===== src/rtl/pms_pkg.sv =====
package pms_pkg;
  localparam int INSN_W   = 24;
  localparam int TGT_W    = 8;
  localparam int PSEL_W   = 2;

  localparam int OPC_LSB  = 0;
  localparam int OPC_W    = 6;
  localparam int TLO_LSB  = 8;
  localparam int TLO_W    = 6;
  localparam int THI_LSB  = 17;
  localparam int THI_W    = 2;
  localparam int PSEL_LSB = 14;

  localparam logic [OPC_W-1:0] OPC_SLEEP = 6'h26;
  localparam logic [OPC_W-1:0] OPC_JMP_A = 6'h28;
  localparam logic [OPC_W-1:0] OPC_BR_F  = 6'h2a;
  localparam logic [OPC_W-1:0] OPC_BR_T  = 6'h2b;
  localparam logic [OPC_W-1:0] OPC_JMP_B = 6'h2c;
  localparam logic [OPC_W-1:0] OPC_CALL  = 6'h2e;
  localparam logic [OPC_W-1:0] OPC_RET   = 6'h2f;

  typedef enum logic [2:0] {
    CF_STEP,
    CF_JUMP,
    CF_BR_CLR,
    CF_BR_SET,
    CF_CALL,
    CF_RET,
    CF_SLEEP
  } cf_kind_e;
endpackage


===== src/rtl/pms_decode.sv =====
module pms_decode
  import pms_pkg::*;
(
  input  logic [INSN_W-1:0] insn_i,
  output cf_kind_e          kind_o,
  output logic [TGT_W-1:0]  tgt_o,
  output logic [PSEL_W-1:0] psel_o
);
  logic [OPC_W-1:0] opc;

  assign opc    = insn_i[OPC_LSB +: OPC_W];
  assign tgt_o  = {insn_i[THI_LSB +: THI_W], insn_i[TLO_LSB +: TLO_W]};
  assign psel_o = insn_i[PSEL_LSB +: PSEL_W];

  always_comb begin
    unique case (opc)
      OPC_JMP_A, OPC_JMP_B: kind_o = CF_JUMP;
      OPC_BR_F:             kind_o = CF_BR_CLR;
      OPC_BR_T:             kind_o = CF_BR_SET;
      OPC_CALL:             kind_o = CF_CALL;
      OPC_RET:              kind_o = CF_RET;
      OPC_SLEEP:            kind_o = CF_SLEEP;
      default:              kind_o = CF_STEP;
    endcase
  end
endmodule


===== src/rtl/pms_pred_sel.sv =====
module pms_pred_sel #(
  parameter int SLOTS    = 4,
  parameter int IRQ_SLOT = 3,
  localparam int SEL_W   = $clog2(SLOTS)
) (
  input  logic [SEL_W-1:0] sel_i,
  input  logic             file_val_i,
  input  logic             irq_i,
  output logic             pred_o
);
  logic is_irq_slot;

  assign is_irq_slot = (sel_i == SEL_W'(IRQ_SLOT));
  assign pred_o      = is_irq_slot ? irq_i : file_val_i;
endmodule


===== src/rtl/pms_retstack.sv =====
module pms_retstack #(
  parameter int DEPTH  = 4,
  parameter int DATA_W = 8,
  localparam int SP_W  = $clog2(DEPTH + 1)
) (
  input  logic              clk,
  input  logic              rst_n,
  input  logic              push_i,
  input  logic              pop_i,
  input  logic [DATA_W-1:0] push_data_i,
  output logic [DATA_W-1:0] top_o,
  output logic              full_o,
  output logic              empty_o,
  output logic              err_o
);
  logic [DATA_W-1:0] slot_q [DEPTH];
  logic [SP_W-1:0]   sp_q, sp_d;
  logic              sp_en;
  logic              push_ok, pop_ok;
  logic              err_q, err_d;

  assign full_o  = (sp_q == SP_W'(DEPTH));
  assign empty_o = (sp_q == '0);
  assign push_ok = push_i && !full_o;
  assign pop_ok  = pop_i && !empty_o;

  always_comb begin
    sp_d  = sp_q;
    sp_en = push_ok || pop_ok;
    if (push_ok)     sp_d = sp_q + SP_W'(1);
    else if (pop_ok) sp_d = sp_q - SP_W'(1);
  end

  always_comb begin
    err_d = err_q || (push_i && full_o) || (pop_i && empty_o);
  end

  always_comb begin
    top_o = '0;
    for (int i = 0; i < DEPTH; i++) begin
      if (sp_q == SP_W'(i + 1)) top_o = slot_q[i];
    end
  end

  always_ff @(posedge clk or negedge rst_n) begin
    if (!rst_n)     sp_q <= '0;
    else if (sp_en) sp_q <= sp_d;
  end

  always_ff @(posedge clk or negedge rst_n) begin
    if (!rst_n) err_q <= 1'b0;
    else        err_q <= err_d;
  end

  for (genvar g = 0; g < DEPTH; g++) begin : g_slot
    logic wr_en;
    assign wr_en = push_ok && (sp_q == SP_W'(g));
    always_ff @(posedge clk or negedge rst_n) begin
      if (!rst_n)     slot_q[g] <= '0;
      else if (wr_en) slot_q[g] <= push_data_i;
    end
  end

  assign err_o = err_q;
endmodule


===== src/rtl/pms_top.sv =====
module pms_top
  import pms_pkg::*;
#(
  parameter int ADDR_W      = 8,
  parameter int STACK_DEPTH = 4,
  parameter int PRED_SLOTS  = 4,
  parameter int IRQ_SLOT    = 3,
  parameter int SYNC_STAGES = 2
) (
  input  logic              clk,
  input  logic              rst_n,
  input  logic [INSN_W-1:0] instr_i,
  output logic [PSEL_W-1:0] pred_idx_o,
  input  logic              pred_val_i,
  input  logic              irq_i,
  input  logic              wake_i,
  output logic [ADDR_W-1:0] fetch_addr_o,
  output logic              sleeping_o,
  output logic              stack_err_o
);
  logic [SYNC_STAGES-1:0] rst_sync_q;
  logic                   rst_sync_n;

  always_ff @(posedge clk or negedge rst_n) begin
    if (!rst_n) rst_sync_q <= '0;
    else        rst_sync_q <= {rst_sync_q[SYNC_STAGES-2:0], 1'b1};
  end
  assign rst_sync_n = rst_sync_q[SYNC_STAGES-1];

  cf_kind_e          kind;
  logic [TGT_W-1:0]  tgt_raw;
  logic [ADDR_W-1:0] tgt;
  logic [PSEL_W-1:0] psel;
  logic              pred;

  pms_decode u_decode (
    .insn_i (instr_i),
    .kind_o (kind),
    .tgt_o  (tgt_raw),
    .psel_o (psel)
  );

  assign tgt = ADDR_W'(tgt_raw);

  pms_pred_sel #(
    .SLOTS    (PRED_SLOTS),
    .IRQ_SLOT (IRQ_SLOT)
  ) u_pred_sel (
    .sel_i      (psel),
    .file_val_i (pred_val_i),
    .irq_i      (irq_i),
    .pred_o     (pred)
  );

  logic [ADDR_W-1:0] pc_q, pc_d, pc_inc, ret_addr;
  logic              pc_en;
  logic              sleep_q, sleep_d;
  logic              push, pop, stk_full, stk_empty, stk_err;

  pms_retstack #(
    .DEPTH  (STACK_DEPTH),
    .DATA_W (ADDR_W)
  ) u_retstack (
    .clk         (clk),
    .rst_n       (rst_sync_n),
    .push_i      (push),
    .pop_i       (pop),
    .push_data_i (pc_inc),
    .top_o       (ret_addr),
    .full_o      (stk_full),
    .empty_o     (stk_empty),
    .err_o       (stk_err)
  );

  assign pc_inc = pc_q + ADDR_W'(1);
  assign pc_en  = !sleep_q || wake_i;

  always_comb begin
    pc_d    = pc_q;
    sleep_d = sleep_q;
    push    = 1'b0;
    pop     = 1'b0;
    if (sleep_q) begin
      if (wake_i) begin
        pc_d    = pc_inc;
        sleep_d = 1'b0;
      end
    end else begin
      unique case (kind)
        CF_JUMP:   pc_d = tgt;
        CF_BR_CLR: pc_d = pred ? pc_inc : tgt;
        CF_BR_SET: pc_d = pred ? tgt : pc_inc;
        CF_CALL: begin
          push = 1'b1;
          pc_d = stk_full ? pc_inc : tgt;
        end
        CF_RET: begin
          pop  = 1'b1;
          pc_d = stk_empty ? pc_inc : ret_addr;
        end
        CF_SLEEP:  sleep_d = 1'b1;
        default:   pc_d = pc_inc;
      endcase
    end
  end

  always_ff @(posedge clk or negedge rst_sync_n) begin
    if (!rst_sync_n) pc_q <= '0;
    else if (pc_en)  pc_q <= pc_d;
  end

  always_ff @(posedge clk or negedge rst_sync_n) begin
    if (!rst_sync_n) sleep_q <= 1'b0;
    else             sleep_q <= sleep_d;
  end

  assign pred_idx_o   = psel;
  assign fetch_addr_o = pc_q;
  assign sleeping_o   = sleep_q;
  assign stack_err_o  = stk_err;
endmodule


===== config.mk =====
export PLATFORM = sky130hd
export DESIGN_NAME = pms_top
export DESIGN_NICKNAME = d
export VERILOG_FILES = /design/src/rtl/pms_pkg.sv /design/src/rtl/pms_decode.sv /design/src/rtl/pms_pred_sel.sv /design/src/rtl/pms_retstack.sv /design/src/rtl/pms_top.sv
export SDC_FILE = /design/constraint.sdc
export NUM_CORES = 1
export LEC_CHECK = 0
export ABC_AREA = 1
export BUFFER_PORTS_ARGS = -buffer_cell sky130_fd_sc_hd__buf_2
export CORE_UTILIZATION = 30
export DETAILED_ROUTE_END_ITERATION = 6
export PLACE_DENSITY_LB_ADDON = 0.2
export SYNTH_ARGS = -nofsm -noshare
export SYNTH_HDL_FRONTEND = slang
export SYNTH_SLANG_ARGS = --single-unit

===== constraint.sdc =====
create_clock -name clk -period 1.5 [get_ports clk]
set_input_delay 0.15 -clock clk [delete_from_list [all_inputs] [get_ports clk]]
set_output_delay 0.15 -clock clk [all_outputs]
set_load 0.01 [all_outputs]

-- Word level (Yosys, flattened, before mapping)
Index checks and enable logic that the tools add are counted.
- flip-flop bits (word level): 47
- logic and storage cells: 74
- output and inout bits: 12
- equality and inequality tests: 20
- add/sub/neg operators: 3
- muxes and demuxes: 22
- reductions and logical operators: 20
- operators with widths (operator ; count):
    8-bit 2-to-1 mux ; 10
    8-bit one-hot mux with 6 select lines ; 1
    6-bit == test, second input constant ; 7
    3-bit one-hot mux with 6 select lines ; 1
    3-bit by 2-bit == test with 1-bit output, second input constant ; 4
    3-bit == test, second input constant ; 4
    8-bit by 1-bit adder with 8-bit output, second input constant ; 1
    1-bit logical AND ; 8
    1-bit 2-to-1 mux ; 8
    3-bit by 1-bit == test with 1-bit output, second input constant ; 2
    3-bit 2-to-1 mux ; 2
    1-bit logical OR ; 4
    2-bit != test, second input constant ; 2
    3-bit by 1-bit adder with 3-bit output, second input constant ; 1
    1-bit zero test ; 3
    3-bit zero test ; 1
    3-bit AND reduction ; 1
    3-bit by 1-bit subtractor with 3-bit output, second input constant ; 1
    2-bit == test, second input constant ; 1
    2-bit AND reduction ; 1
    2-bit nonzero test ; 1
    2-bit OR reduction ; 1

-- Depth between registers and ports, before layout
Gate-level depths: netlist (run 1).
- depth in word-level cells: 9
- gate-level depth with buffers: 15
- gate-level depth less buffers: 14

-- By module
From an unflattened synthesis (run 1), not the netlist that was laid out.
- cell total of the unflattened synthesis: 441
- area, all modules: 3055.4 µm²
- modules (own cells, without submodules) (module ; cells each ; instances ; area an instance (µm²)):
    pms_retstack ; 239 ; 1 ; 1855.5
    pms_top ; 171 ; 1 ; 1031.0
    pms_decode ; 27 ; 1 ; 152.6
    pms_pred_sel ; 4 ; 1 ; 16.3

-- Worst setup path before layout (run 1)
OpenSTA, ideal clock, no wires.
- path type: reg2reg
- start point: reg u_retstack.sp_q[2]
- end point: reg pc_q[5], in the netlist fetch_addr_o[5]
- required time: 1434 ps
- arrival time: 1790 ps
- cell stages (with the launch flop): 16
- period minus slack after synthesis: 1856 ps
- setup time: 66 ps
- buffers on the path: 2
- path slack: -356 ps
- cell sequence: dfrtp_1 inv_1 buf_2 ha_1 inv_1 buf_1 nor2_1 nor2_1 nand2_1 nand2_1 nand3_1 nand2_1 inv_1 nand2_1 nand2_1 nand2_1
- word-level cells in the longest chain between the ends: 8
- RTL lines (item ; line ; text):
    start, declared ; pms_retstack.sv:17 ; logic [SP_W-1:0] sp_q, sp_d;
    start signal, assigned ; pms_retstack.sv:47 ; else if (sp_en) sp_q <= sp_d;
    3-bit by 1-bit == test with 1-bit output ; pms_retstack.sv:41 ; if (sp_q == SP_W'(i + 1)) top_o = slot_q[i];
    8-bit 2-to-1 mux (4 in series) ; pms_retstack.sv:41 ;
    8-bit 2-to-1 mux ; pms_top.sv:99 ; pc_d = stk_empty ? pc_inc : ret_addr;
    8-bit one-hot mux with 6 select lines (*) ; pms_top.sv:89 ; unique case (kind)
    8-bit 2-to-1 mux (*) ; pms_top.sv:83 ; if (sleep_q) begin
    end signal, assigned ; pms_top.sv:109 ; else if (pc_en) pc_q <= pc_d;
    end, declared ; pms_top.sv:55 ; logic [ADDR_W-1:0] pc_q, pc_d, pc_inc, ret_addr;
Mark *: on every way between the ends. The rest lies on a longest branch, timed or not.
A chain may end at the register's enable or synchronous reset.

-- Worst setup path in the final report (run 1)
- start point: reg u_retstack.sp_q[0]
- end point: reg pc_q[2], in the netlist fetch_addr_o[2]
Same word-level chain as after synthesis.

==> run_summary.xml, run 1 <==
<?xml version="1.0" encoding="UTF-8"?>
<metrics>
  <group name="placement">
    <metric name="dp.cells" unit="">694</metric>
    <metric name="detailed_place_hpwl" unit="um">7520</metric>
    <metric name="post_detailed_placement_cell_area" unit="sq mm">0.00408</metric>
    <metric name="finalWeightedCongestion" unit="">0.855</metric>
    <metric name="port_buffers" unit="">32</metric>
  </group>
  <group name="clock_network">
    <metric name="clock_tree.buffer_depth" unit="">2</metric>
    <metric name="latest_clock_arrival_within_the_worst_skew_pair" unit="ns">0.30</metric>
    <metric name="clock_tree.root_cell" unit="">clkbuf_8</metric>
    <metric name="ctsHtreeMaxLevel" unit="">2</metric>
    <metric name="clkSlewWorstSetupHoldPaths" unit="ns">0.09</metric>
    <metric name="cts_inserted_buffers" unit="">5</metric>
    <metric name="tritoncts" unit="">done</metric>
    <metric name="cts.sink_count" unit="">47</metric>
  </group>
  <group name="detailed_routing">
    <metric name="routed_wire_length_per_instance" unit="um">14.0</metric>
    <metric name="detail_route.iter0.violations" unit="">130</metric>
    <metric name="drc" unit="">0</metric>
    <metric name="routed-via-count" unit="">3350</metric>
    <metric name="wirelength" unit="um">9970</metric>
    <metric name="viasPerCell" unit="">4.69</metric>
    <metric name="drt.antenna.violating_nets" unit="">0</metric>
    <metric name="detail_route.first_pass.iterations" unit="">5</metric>
  </group>
  <group name="sta">
    <metric name="hold_viol" unit="">0</metric>
    <metric name="drv_slew" unit="">0</metric>
    <metric name="finClkSkew" unit="ns">0.00637</metric>
    <metric name="finalSetupViolations" unit="">43</metric>
    <metric name="post-route-min-period" unit="ns">1.70</metric>
    <metric name="rsz0062_at_grt" unit="">yes</metric>
    <metric name="worst_hold_margin" unit="ns">0.151</metric>
    <metric name="worst_slew_margin_rel" unit="">0.523</metric>
    <metric name="fmax" unit="GHz">0.587</metric>
    <metric name="period_share" unit="">1.14</metric>
    <metric name="post-route-worst-setup-slack" unit="ns">-0.205</metric>
    <metric name="timing_worst_slew_pin_value" unit="ns">0.716</metric>
  </group>
  <group name="global_route">
    <metric name="grt_first_pass_wirelength" unit="um">16500</metric>
    <metric name="grt_pass1_vias" unit="">3285</metric>
    <metric name="grt_most_used_layer" unit="">met2</metric>
    <metric name="grt_util_all_layers" unit="">0.186</metric>
    <metric name="met2_usage" unit="">0.325</metric>
    <metric name="grtUsageMet1" unit="">0.250</metric>
    <metric name="grt_max_degree" unit="">25</metric>
    <metric name="grt_overflow" unit="">0</metric>
    <metric name="grt_antenna_before_repair" unit="">0</metric>
    <metric name="use_met3" unit="">0.0260</metric>
  </group>
  <group name="setup_path">
    <metric name="rr_endpoint" unit="">fetch_addr_o[2]</metric>
    <metric name="r2r.worst_path.cells" unit="">10</metric>
    <metric name="worst_path_largest_cell_delay" unit="ns">0.48</metric>
    <metric name="cpMaxStageDelayCell" unit="">dfrtp_2</metric>
    <metric name="cp_cell_sequence" unit="">inv_4 -&gt; ha_4 -&gt; nand2_2 -&gt; or2_2 -&gt; nand3_1 -&gt; nand2_1 -&gt; nand3_1 -&gt; nand4_1 -&gt; nand2_2 -&gt; nand2_1</metric>
    <metric name="worstSetupStartpointType" unit="">register</metric>
    <metric name="critical_path_arrival" unit="ns">1.90</metric>
    <metric name="worstSetupPathDepth" unit="">10</metric>
    <metric name="termination_of_the_worst_setup_path" unit="">fetch_addr_o[2]</metric>
    <metric name="path_max_fanout" unit="">4</metric>
    <metric name="critical_path_data_required_time" unit="ns">1.70</metric>
    <metric name="regToRegSetupSlack" unit="ns">-0.20</metric>
    <metric name="critPathLaunch" unit="">u_retstack.sp_q[0]</metric>
    <metric name="critical-path-top-delay-family" unit="">simple AND/OR/NAND/NOR gates</metric>
    <metric name="worst_setup_path_end_kind" unit="">register</metric>
    <metric name="critPathKind" unit="">reg2reg</metric>
    <metric name="reg2reg_from" unit="">u_retstack.sp_q[0]</metric>
    <metric name="critical_path_buffers_and_inverters" unit="">1</metric>
  </group>
  <group name="die">
    <metric name="die_height" unit="um">106</metric>
    <metric name="die_outline_area" unit="sq mm">0.0111</metric>
    <metric name="site_row_count" unit="">37</metric>
    <metric name="die_w" unit="um">106</metric>
    <metric name="top_level_ports" unit="">41</metric>
    <metric name="core-area" unit="sq mm">0.0104</metric>
    <metric name="initial_util" unit="">0.310</metric>
  </group>
  <group name="logic_synthesis">
    <metric name="synth_warnings" unit="">0</metric>
    <metric name="synth_seq_area_share" unit="">0.366</metric>
    <metric name="netlist_instances" unit="">471</metric>
    <metric name="postSynthNetCount" unit="">507</metric>
    <metric name="synthDistinctLibCells" unit="">32</metric>
    <metric name="syn_area_per_cell" unit="sq um">6.83</metric>
    <metric name="postSynthRegisterBits" unit="">47</metric>
    <metric name="syn-cell-area" unit="sq mm">0.00322</metric>
  </group>
  <group name="power_and_ir_drop">
    <metric name="cellPowerDensity" unit="mW/mm^2">1620</metric>
    <metric name="leakagePower" unit="nW">2.30</metric>
    <metric name="finalPower" unit="W">0.00763</metric>
    <metric name="irDropWorstVdd" unit="mV">0.687</metric>
  </group>
  <group name="finish">
    <metric name="nNetsFinal" unit="">613</metric>
    <metric name="flow.area_growth_from_synthesis" unit="%">46.4</metric>
    <metric name="area_of_all_placed_cells_without_fillers" unit="sq mm">0.00471</metric>
    <metric name="layout-drive-gt1-share" unit="">0.429</metric>
    <metric name="multi_input_comb_area" unit="sq mm">0.00213</metric>
    <metric name="area.sequential" unit="sq mm">0.00118</metric>
    <metric name="finalNonFillerCells" unit="">714</metric>
    <metric name="layout.filler_cells" unit="">1083</metric>
    <metric name="antenna_cells" unit="">0</metric>
  </group>
  <group name="flow_run">
    <metric name="max_cap_violations" unit="">0</metric>
  </group>
  <group name="outcome">
    <metric name="status" unit="">finished with violations</metric>
    <metric name="violations" unit="">negative setup slack</metric>
  </group>
  <group name="worst_hold_path">
    <metric name="hp-class" unit="">in2async</metric>
  </group>
</metrics>
==> state kept, by name (all words and copies together) (netlist names) <==
signal,cells
fetch_addr_o,8
rst_sync_q,2
sleeping_o,1
u_retstack.err_o,1
u_retstack.slot_q,32
u_retstack.sp_q,3
==> cell usage after synthesis <==
cell | n | share of area
nor2_1 | 39 | 0.046
inv_1 | 46 | 0.054
inv_2 | 3 | 0.0035
o21ai_0 | 19 | 0.030
nand2_4 | 1 | 0.0035
o21bai_1 | 1 | 0.0023
nor3_1 | 3 | 0.0047
nand4_1 | 7 | 0.014
o21a_1 | 1 | 0.0023
clkbuf_1 | 1 | 0.0012
nand2_1 | 169 | 0.20
o21ai_1 | 8 | 0.012
ha_1 | 7 | 0.027
conb_1 | 1 | 0.0012
buf_6 | 3 | 0.011
nand3_1 | 43 | 0.067
o211ai_1 | 8 | 0.019
dfrtp_1 | 47 | 0.37
nand2_2 | 4 | 0.0078
buf_2 | 6 | 0.0093
a21oi_1 | 15 | 0.023
o22ai_1 | 2 | 0.0039
nand3b_1 | 1 | 0.0023
xor2_1 | 2 | 0.0054
o21ai_2 | 18 | 0.049
nor2_2 | 3 | 0.0058
buf_1 | 1 | 0.0012
buf_4 | 4 | 0.0093
xnor2_1 | 1 | 0.0027
or2_2 | 2 | 0.0039
nor2_4 | 4 | 0.014
and2_1 | 1 | 0.0019
==> final cells by class <==
class | instances | area share
Inverter | 49 | 0.0428
Tap cell | 136 | 0.0362
Timing Repair Buffer | 114 | 0.196
Multi-Input combinational cell | 360 | 0.452
Clock buffer | 7 | 0.0162
Clock inverter | 1 | 0.00638
Sequential cell | 47 | 0.251
==> worst min-delay path by stage <==
stage	startpoint	end	cells past startpoint
after floorplan	rst_n	rst_sync_q[0]	0
after global placement	rst_n	rst_sync_q[0]	1
after detailed placement	rst_n	rst_sync_q[0]	1
after CTS	rst_n	rst_sync_q[1]	2
after global routing	rst_n	rst_sync_q[1]	2
final	rst_n	rst_sync_q[1]	2
==> cells by family after synthesis <==
family	Yosys count	synth area share
AO/OA/AOI/OAI	72	0.142
AND/OR/NAND/NOR	277	0.367
adder cells (fa/ha/maj)	7	0.0272
XOR/XNOR	3	0.00817
other	1	0.00117
flip-flops	47	0.366
buffers and inverters	64	0.0887
==> layer usage <==
metal / up-vias / routed length [um]
met5: - / 0
li1: 1725 / -
met3: 4 / 303
met2: 62 / 4830
met1: 1559 / 4780
met4: 0 / 46
==> power by group <==
part / leakage [nW] / switching [W] / internal [W]
Combinational: 1.64 / 0.00256 / 0.00219
Clock: 0.0524 / 0.000436 / 0.000500
Sequential: 0.609 / 0.000339 / 0.00161
Total: 2.30 / 0.00333 / 0.00430
==> what timing repair did <==
item / in CTS / in global routing
endpoints found under the setup margin: 41 / 43
gates cloned: 1 / 0
hold buffers: 1 / 0
resized for setup: 56 / 72
pin swaps: 22 / 12
endpoints found under the hold margin: 2 / 0
buffers inserted: 7 / 3
==> stage by stage <==
stage / setup WS (ns) / TNS, ns / util
final: -0.205 / -5.62 / 0.454
after floorplan: -0.0649 / -0.434 / -
after global routing: -0.326 / -8.63 / 0.454
after global placement: -0.262 / -4.03 / 0.394
after detailed placement: -0.271 / -4.65 / 0.394
after CTS: -0.189 / -3.39 / 0.431
==> placed cells by master (no fill, tap or decap), types with 2 or more instances in the layout <==
master    count
a21oi_1      13
dfrtp_1      43
ha_4          6
dfrtp_2       4
buf_4        62
inv_4         4
clkbuf_8      5
nand3_1      34
inv_1        36
nor2_2        5
o21ai_1      10
buf_12        6
nor2_1       32
inv_2         8
nand4_1       7
o211ai_1      8
o21ai_2      26
nand2_2      47
nor3_1        3
nor2_4        9
o21ai_0       9
nand2_4       3
buf_2        32
buf_6        11
nand2_1     122
nand2_8       2
xor2_1        2
clkbuf_1      2
nand3_2       9
(Power assumes the default switching activity.)
==> inputs of run 2 (changes only) <==
BUFFER_PORTS_ARGS = -buffer_cell sky130_fd_sc_hd__buf_4   (was -buffer_cell sky130_fd_sc_hd__buf_2)
==> run_summary.xml, run 2 (same netlist as run 1, synthesis figures left out) <==
<?xml version="1.0" encoding="UTF-8"?>
<metrics>
  <group name="die">
    <metric name="initial_util" unit="">0.310</metric>
    <metric name="core-area" unit="sq mm">0.0104</metric>
    <metric name="die_height" unit="um">106</metric>
    <metric name="die_outline_area" unit="sq mm">0.0111</metric>
    <metric name="die_w" unit="um">106</metric>
    <metric name="top_level_ports" unit="">41</metric>
    <metric name="site_row_count" unit="">37</metric>
  </group>
  <group name="finish">
    <metric name="antenna_cells" unit="">0</metric>
    <metric name="commonest_non_fill_non_tap_cells_in_the_layout" unit="">123 x nand2_1, 92 x buf_4, 43 x nand2_2</metric>
    <metric name="layout-drive-gt1-share" unit="">0.423</metric>
    <metric name="flow.area_growth_from_synthesis" unit="%">50.9</metric>
    <metric name="largest_reg_flops" unit="">32</metric>
    <metric name="finalNonFillerCells" unit="">718</metric>
    <metric name="layout.cells.most_common" unit="">nand2_1</metric>
    <metric name="registers.top_by_ff_count" unit="">u_retstack.slot_q</metric>
    <metric name="area_of_all_placed_cells_without_fillers" unit="sq mm">0.00485</metric>
    <metric name="nNetsFinal" unit="">617</metric>
  </group>
  <group name="sta">
    <metric name="worst_slew_margin_rel" unit="">0.535</metric>
    <metric name="rsz0062_at_grt" unit="">yes</metric>
    <metric name="finClkSkew" unit="ns">0.0198</metric>
    <metric name="timing_worst_slew_pin_value" unit="ns">0.697</metric>
    <metric name="drv_slew" unit="">0</metric>
    <metric name="setup_total_negative_slack" unit="ns">-5.93</metric>
    <metric name="period_share" unit="">1.16</metric>
    <metric name="fmax" unit="GHz">0.576</metric>
    <metric name="post-route-worst-setup-slack" unit="ns">-0.237</metric>
    <metric name="finalSetupViolations" unit="">36</metric>
    <metric name="hold_viol" unit="">0</metric>
    <metric name="post-route-min-period" unit="ns">1.74</metric>
  </group>
  <group name="clock_network">
    <metric name="clkSlewWorstSetupHoldPaths" unit="ns">0.09</metric>
    <metric name="cts.sink_count" unit="">47</metric>
    <metric name="latest_clock_arrival_within_the_worst_skew_pair" unit="ns">0.31</metric>
    <metric name="tritoncts" unit="">done</metric>
    <metric name="clock_tree.root_cell" unit="">clkbuf_8</metric>
    <metric name="cts_inserted_buffers" unit="">5</metric>
    <metric name="ctsHtreeMaxLevel" unit="">2</metric>
    <metric name="clock_tree.buffer_depth" unit="">2</metric>
  </group>
  <group name="setup_path">
    <metric name="critPathLaunch" unit="">u_retstack.sp_q[0]</metric>
    <metric name="termination_of_the_worst_setup_path" unit="">u_retstack.slot_q[6]</metric>
    <metric name="reg2reg_from" unit="">u_retstack.sp_q[0]</metric>
    <metric name="worst_setup_path_end_kind" unit="">register</metric>
    <metric name="r2r.worst_path.cells" unit="">10</metric>
    <metric name="path_max_fanout" unit="">9</metric>
    <metric name="critical_path_data_required_time" unit="ns">1.70</metric>
    <metric name="critPathKind" unit="">reg2reg</metric>
    <metric name="worstSetupStartpointType" unit="">register</metric>
    <metric name="critical_path_arrival" unit="ns">1.93</metric>
    <metric name="rr_endpoint" unit="">u_retstack.slot_q[6]</metric>
    <metric name="regToRegSetupSlack" unit="ns">-0.24</metric>
  </group>
  <group name="detailed_routing">
    <metric name="routed_wire_length_per_instance" unit="um">14.6</metric>
    <metric name="detail_route.first_pass.iterations" unit="">6</metric>
    <metric name="detail_route.iter0.violations" unit="">189</metric>
    <metric name="drt.antenna.violating_nets" unit="">0</metric>
    <metric name="drc" unit="">0</metric>
    <metric name="routed-via-count" unit="">3427</metric>
    <metric name="viasPerCell" unit="">4.77</metric>
    <metric name="wirelength" unit="um">10500</metric>
  </group>
  <group name="global_route">
    <metric name="grt_max_degree" unit="">31</metric>
    <metric name="grt_pass1_vias" unit="">3384</metric>
    <metric name="grt_first_pass_wirelength" unit="um">17000</metric>
    <metric name="grt_util_all_layers" unit="">0.195</metric>
    <metric name="grt_antenna_before_repair" unit="">0</metric>
    <metric name="grt_overflow" unit="">0</metric>
  </group>
  <group name="power_and_ir_drop">
    <metric name="leakagePower" unit="nW">2.36</metric>
    <metric name="irDropWorstVdd" unit="mV">0.485</metric>
    <metric name="finalPower" unit="W">0.00784</metric>
    <metric name="cellPowerDensity" unit="mW/mm^2">1620</metric>
  </group>
  <group name="flow_run">
    <metric name="max_cap_violations" unit="">0</metric>
  </group>
  <group name="placement">
    <metric name="detailed_place_hpwl" unit="um">7760</metric>
    <metric name="post_detailed_placement_cell_area" unit="sq mm">0.00418</metric>
    <metric name="finalWeightedCongestion" unit="">0.883</metric>
    <metric name="pre_cts_ws" unit="ns">-0.258</metric>
    <metric name="dp.cells" unit="">695</metric>
    <metric name="port_buffers" unit="">32</metric>
  </group>
  <group name="outcome">
    <metric name="violations" unit="">negative setup slack</metric>
    <metric name="status" unit="">finished with violations</metric>
  </group>
  <group name="worst_hold_path">
    <metric name="hp-class" unit="">in2async</metric>
  </group>
</metrics>
run 2: cell types whose count changed in the layout (fill, tap and decap cells not counted), sizes merged:
cell    before  now
buf        113  116
clkbuf       7    6
clkinv       0    2
run 2: area by class of cell:
type	instances	area [sq um]
timing repair inverter	1	8.76
clock buffer	6	82.6
fill	1034	5520
sequential	47	1180
timing repair buffer	117	1070
tap	136	170
inverter	49	206
clock inverter	2	35.0
multi-input combinational	360	2100
run 2: report_power, final:
| part | internal (W) | switching [W] |
|---|---|---|
| Clock | 0.000540 | 0.000453 |
| Combinational | 0.00233 | 0.00255 |
| Sequential | 0.00161 | 0.000357 |
| Total | 0.00448 | 0.00336 |
run 2: how the worst min path moves through the flow:
stage | start | to | slack (ns) | cells past startpoint
floorplan | rst_n | rst_sync_q[0] | -0.15 | 0
global placement | rst_n | rst_sync_q[0] | -0.07 | 1
detailed placement | rst_n | rst_sync_q[0] | -0.07 | 1
CTS | rst_n | rst_sync_q[1] | 0.15 | 2
global route | rst_n | rst_sync_q[1] | 0.13 | 2
finish | rst_n | rst_sync_q[1] | 0.15 | 2
run 2: timing repair:
| action | CTS | global route |
|---|---|---|
| gates resized for setup | 73 | 58 |
| hold buffers | 1 | 0 |
| gates cloned | 2 | 0 |
| setup buffers | 8 | 5 |
| hold endpoints to repair | 2 | 0 |
| endpoints found under the setup margin | 40 | 43 |
| pin swaps | 18 | 33 |
run 2: worst max-delay path, stage by stage (launching register included):
cell	delay, ns
dfrtp_2	0.47
inv_4	0.07
ha_4	0.18
nand2_4	0.09
buf_12	0.14
buf_12	0.11
nand2_8	0.08
nor2_4	0.19
clkinv_4	0.15
nand2_1	0.08
o21ai_1	0.06
run 2: metrics by stage:
step / hold WS, ns / util
after CTS: 0.147 / 0.445
after floorplan: -0.146 / -
after detailed placement: -0.0656 / 0.403
final: 0.149 / 0.468
after global placement: -0.0672 / 0.403
after global routing: 0.135 / 0.468
run 2: layer usage:
| metal | track usage | share of wire | vias to the layer above |
|---|---|---|---|
| li1 | - | - | 1736 |
| met3 | 0.0260 | 0.027 | 12 |
| met1 | 0.247 | 0.46 | 1613 |
| met2 | 0.340 | 0.50 | 66 |
| met4 | 0.0645 | 0.017 | 0 |
| met5 | 0 | 0 | - |
==> inputs of run 3 (changes only) <==
CORE_ASPECT_RATIO = 1.1   (was unset)
RECOVER_POWER = 50   (was unset)
clock period = 1.4 ns   (was 1.5 ns; I/O delays follow)
==> run_summary.xml, run 3 (same netlist as run 1, synthesis figures left out) <==
<?xml version="1.0" encoding="UTF-8"?>
<metrics>
  <group name="outcome">
    <metric name="status" unit="">finished with violations</metric>
    <metric name="violations" unit="">negative setup slack</metric>
  </group>
  <group name="worst_hold_path">
    <metric name="hp-class" unit="">in2async</metric>
  </group>
  <group name="detailed_routing">
    <metric name="drc" unit="">0</metric>
    <metric name="wirelength" unit="um">9810</metric>
    <metric name="detail_route.first_pass.iterations" unit="">4</metric>
    <metric name="detail_route.iter0.violations" unit="">119</metric>
    <metric name="drt.antenna.violating_nets" unit="">0</metric>
    <metric name="viasPerCell" unit="">4.64</metric>
    <metric name="routed-via-count" unit="">3368</metric>
    <metric name="routed_wire_length_per_instance" unit="um">13.5</metric>
  </group>
  <group name="power_and_ir_drop">
    <metric name="p_int" unit="W">0.00476</metric>
    <metric name="clockPowerShare" unit="">0.151</metric>
    <metric name="power.sequential.fraction" unit="">0.248</metric>
    <metric name="irDropWorstVdd" unit="mV">0.744</metric>
    <metric name="switching_share" unit="">0.429</metric>
    <metric name="p_sw" unit="W">0.00358</metric>
    <metric name="cellPowerDensity" unit="mW/mm^2">1740</metric>
    <metric name="power.combinational.fraction" unit="">0.601</metric>
    <metric name="leakagePower" unit="nW">2.36</metric>
  </group>
  <group name="finish">
    <metric name="multi_input_comb_area" unit="sq mm">0.00207</metric>
    <metric name="fin_util" unit="">0.460</metric>
    <metric name="antenna_cells" unit="">0</metric>
    <metric name="layout-drive-gt1-share" unit="">0.413</metric>
    <metric name="registers.top_by_ff_count" unit="">u_retstack.slot_q</metric>
    <metric name="flow.area_growth_from_synthesis" unit="%">48.7</metric>
    <metric name="largest_reg_flops" unit="">32</metric>
    <metric name="area.sequential" unit="sq mm">0.00118</metric>
    <metric name="layout.cells.most_common" unit="">nand2_1</metric>
    <metric name="commonest_non_fill_non_tap_cells_in_the_layout" unit="">130 x nand2_1, 100 x buf_4, 42 x dfrtp_1</metric>
    <metric name="nNetsFinal" unit="">618</metric>
    <metric name="layout.filler_cells" unit="">1023</metric>
  </group>
  <group name="clock_network">
    <metric name="cts_inserted_buffers" unit="">5</metric>
    <metric name="clock_tree.root_cell" unit="">clkbuf_16</metric>
    <metric name="latest_clock_arrival_within_the_worst_skew_pair" unit="ns">0.29</metric>
    <metric name="tritoncts" unit="">done</metric>
    <metric name="cts.sink_count" unit="">47</metric>
    <metric name="clkSlewWorstSetupHoldPaths" unit="ns">0.07</metric>
    <metric name="clock_tree.buffer_depth" unit="">2</metric>
    <metric name="ctsHtreeMaxLevel" unit="">2</metric>
  </group>
  <group name="setup_path">
    <metric name="r2r.worst_path.cells" unit="">11</metric>
    <metric name="path_max_fanout" unit="">3</metric>
    <metric name="regToRegSetupSlack" unit="ns">-0.33</metric>
    <metric name="worstSetupStartpointType" unit="">register</metric>
    <metric name="reg2reg_from" unit="">fetch_addr_o[1]</metric>
    <metric name="worst_setup_path_end_kind" unit="">register</metric>
    <metric name="critPathLaunch" unit="">fetch_addr_o[1]</metric>
    <metric name="termination_of_the_worst_setup_path" unit="">fetch_addr_o[2]</metric>
    <metric name="critical_path_data_required_time" unit="ns">1.59</metric>
    <metric name="rr_endpoint" unit="">fetch_addr_o[2]</metric>
    <metric name="critical_path_arrival" unit="ns">1.91</metric>
    <metric name="critPathKind" unit="">reg2reg</metric>
  </group>
  <group name="sta">
    <metric name="drv_slew" unit="">0</metric>
    <metric name="period_share" unit="">1.23</metric>
    <metric name="finalSetupViolations" unit="">43</metric>
    <metric name="post-route-min-period" unit="ns">1.73</metric>
    <metric name="finClkSkew" unit="ns">0.00693</metric>
    <metric name="timing_worst_slew_pin_value" unit="ns">0.679</metric>
    <metric name="post-route-worst-setup-slack" unit="ns">-0.325</metric>
    <metric name="worst_slew_margin_rel" unit="">0.547</metric>
    <metric name="hold_viol" unit="">0</metric>
    <metric name="fmax" unit="GHz">0.580</metric>
    <metric name="rsz0062_at_grt" unit="">yes</metric>
  </group>
  <group name="global_route">
    <metric name="grt_util_all_layers" unit="">0.179</metric>
    <metric name="grt_most_used_layer" unit="">met2</metric>
    <metric name="grt_overflow" unit="">0</metric>
    <metric name="grtUsageMet1" unit="">0.231</metric>
    <metric name="grt_pass1_vias" unit="">3235</metric>
    <metric name="met2_usage" unit="">0.310</metric>
    <metric name="grt_antenna_before_repair" unit="">0</metric>
    <metric name="use_met3" unit="">0.0234</metric>
    <metric name="grt_max_degree" unit="">46</metric>
    <metric name="grt_first_pass_wirelength" unit="um">15800</metric>
  </group>
  <group name="placement">
    <metric name="finalWeightedCongestion" unit="">0.900</metric>
    <metric name="pre_cts_ws" unit="ns">-0.492</metric>
    <metric name="detailed_place_hpwl" unit="um">7350</metric>
    <metric name="port_buffers" unit="">32</metric>
  </group>
  <group name="die">
    <metric name="site_row_count" unit="">39</metric>
    <metric name="die_outline_area" unit="sq mm">0.0111</metric>
    <metric name="die_height" unit="um">111</metric>
    <metric name="initial_util" unit="">0.309</metric>
    <metric name="top_level_ports" unit="">41</metric>
    <metric name="die_w" unit="um">101</metric>
    <metric name="core-area" unit="sq mm">0.0104</metric>
  </group>
  <group name="flow_run">
    <metric name="max_cap_violations" unit="">0</metric>
  </group>
</metrics>
-- run 3: power by group through the flow --
stage	Sequential (W)	Clock (W)	Combinational [W]
after floorplan	0.00208	0	0.00219
after detailed placement	0.00203	0	0.00417
after global placement	0.00201	0	0.00415
after global routing	0.00211	0.00135	0.00549
after CTS	0.00204	0.00129	0.00465
final	0.00207	0.00126	0.00501
-- run 3: layout make-up --
type                    count  share of cell area
multi-input cells         360               0.433
flip-flops and latches     47               0.247
repair buffers            119               0.208
inverters                  49              0.0421
well taps                 143              0.0374
clock buffers               5              0.0262
clock inverters             3             0.00576
-- run 3: per-layer routing --
layer | vias to the layer above | wire length [um]
met4 | 0 | 178
met1 | 1554 | 4540
li1 | 1740 | -
met3 | 15 | 220
met2 | 59 | 4870
met5 | - | 0
-- run 3: per-stage QoR --
stage / hold WS (ns) / std cells / setup TNS, ns / cell area, sq um / total power, W
6_report: 0.159 / 726 / -7.45 / 4780 / 0.00834
3_5_place_dp: -0.0749 / 706 / -9.79 / 4210 / 0.00620
3_3_place_gp: -0.0764 / 706 / -8.94 / 4210 / 0.00616
5_1_grt: 0.174 / 726 / -11.06 / 4780 / 0.00896
2_1_floorplan: -0.156 / 471 / -2.02 / 3300 / 0.00427
4_1_cts: 0.157 / 720 / -6.58 / 4610 / 0.00798
-- run 3: worst max-delay path, cell delays in order (launching register included) --
cell	delay, ns
dfrtp_2	0.46
ha_4	0.18
buf_4	0.14
nor2_4	0.09
nor2_4	0.05
buf_4	0.14
o211ai_1	0.18
nand2_1	0.07
inv_1	0.06
nand4_1	0.10
nand2_1	0.10
nand2_1	0.05
-- run 3: worst min path at each step --
stage                      from             to  slack [ns]  cells after the start
after floorplan           rst_n  rst_sync_q[0]       -0.16                      0
after global placement    rst_n  rst_sync_q[0]       -0.08                      1
after detailed placement  rst_n  rst_sync_q[0]       -0.07                      1
after CTS                 rst_n  rst_sync_q[1]        0.16                      2
after global routing      rst_n  rst_sync_q[0]        0.17                      2
final                     rst_n  rst_sync_q[0]        0.16                      2
-- run 3: repair_timing --
action / in CTS / in global routing
setup endpoints to repair: 44 / 44
hold endpoints to repair: 2 / 0
hold buffers: 1 / 0
gates resized for setup: 66 / 44
setup buffers: 6 / 6
pin swaps: 19 / 20
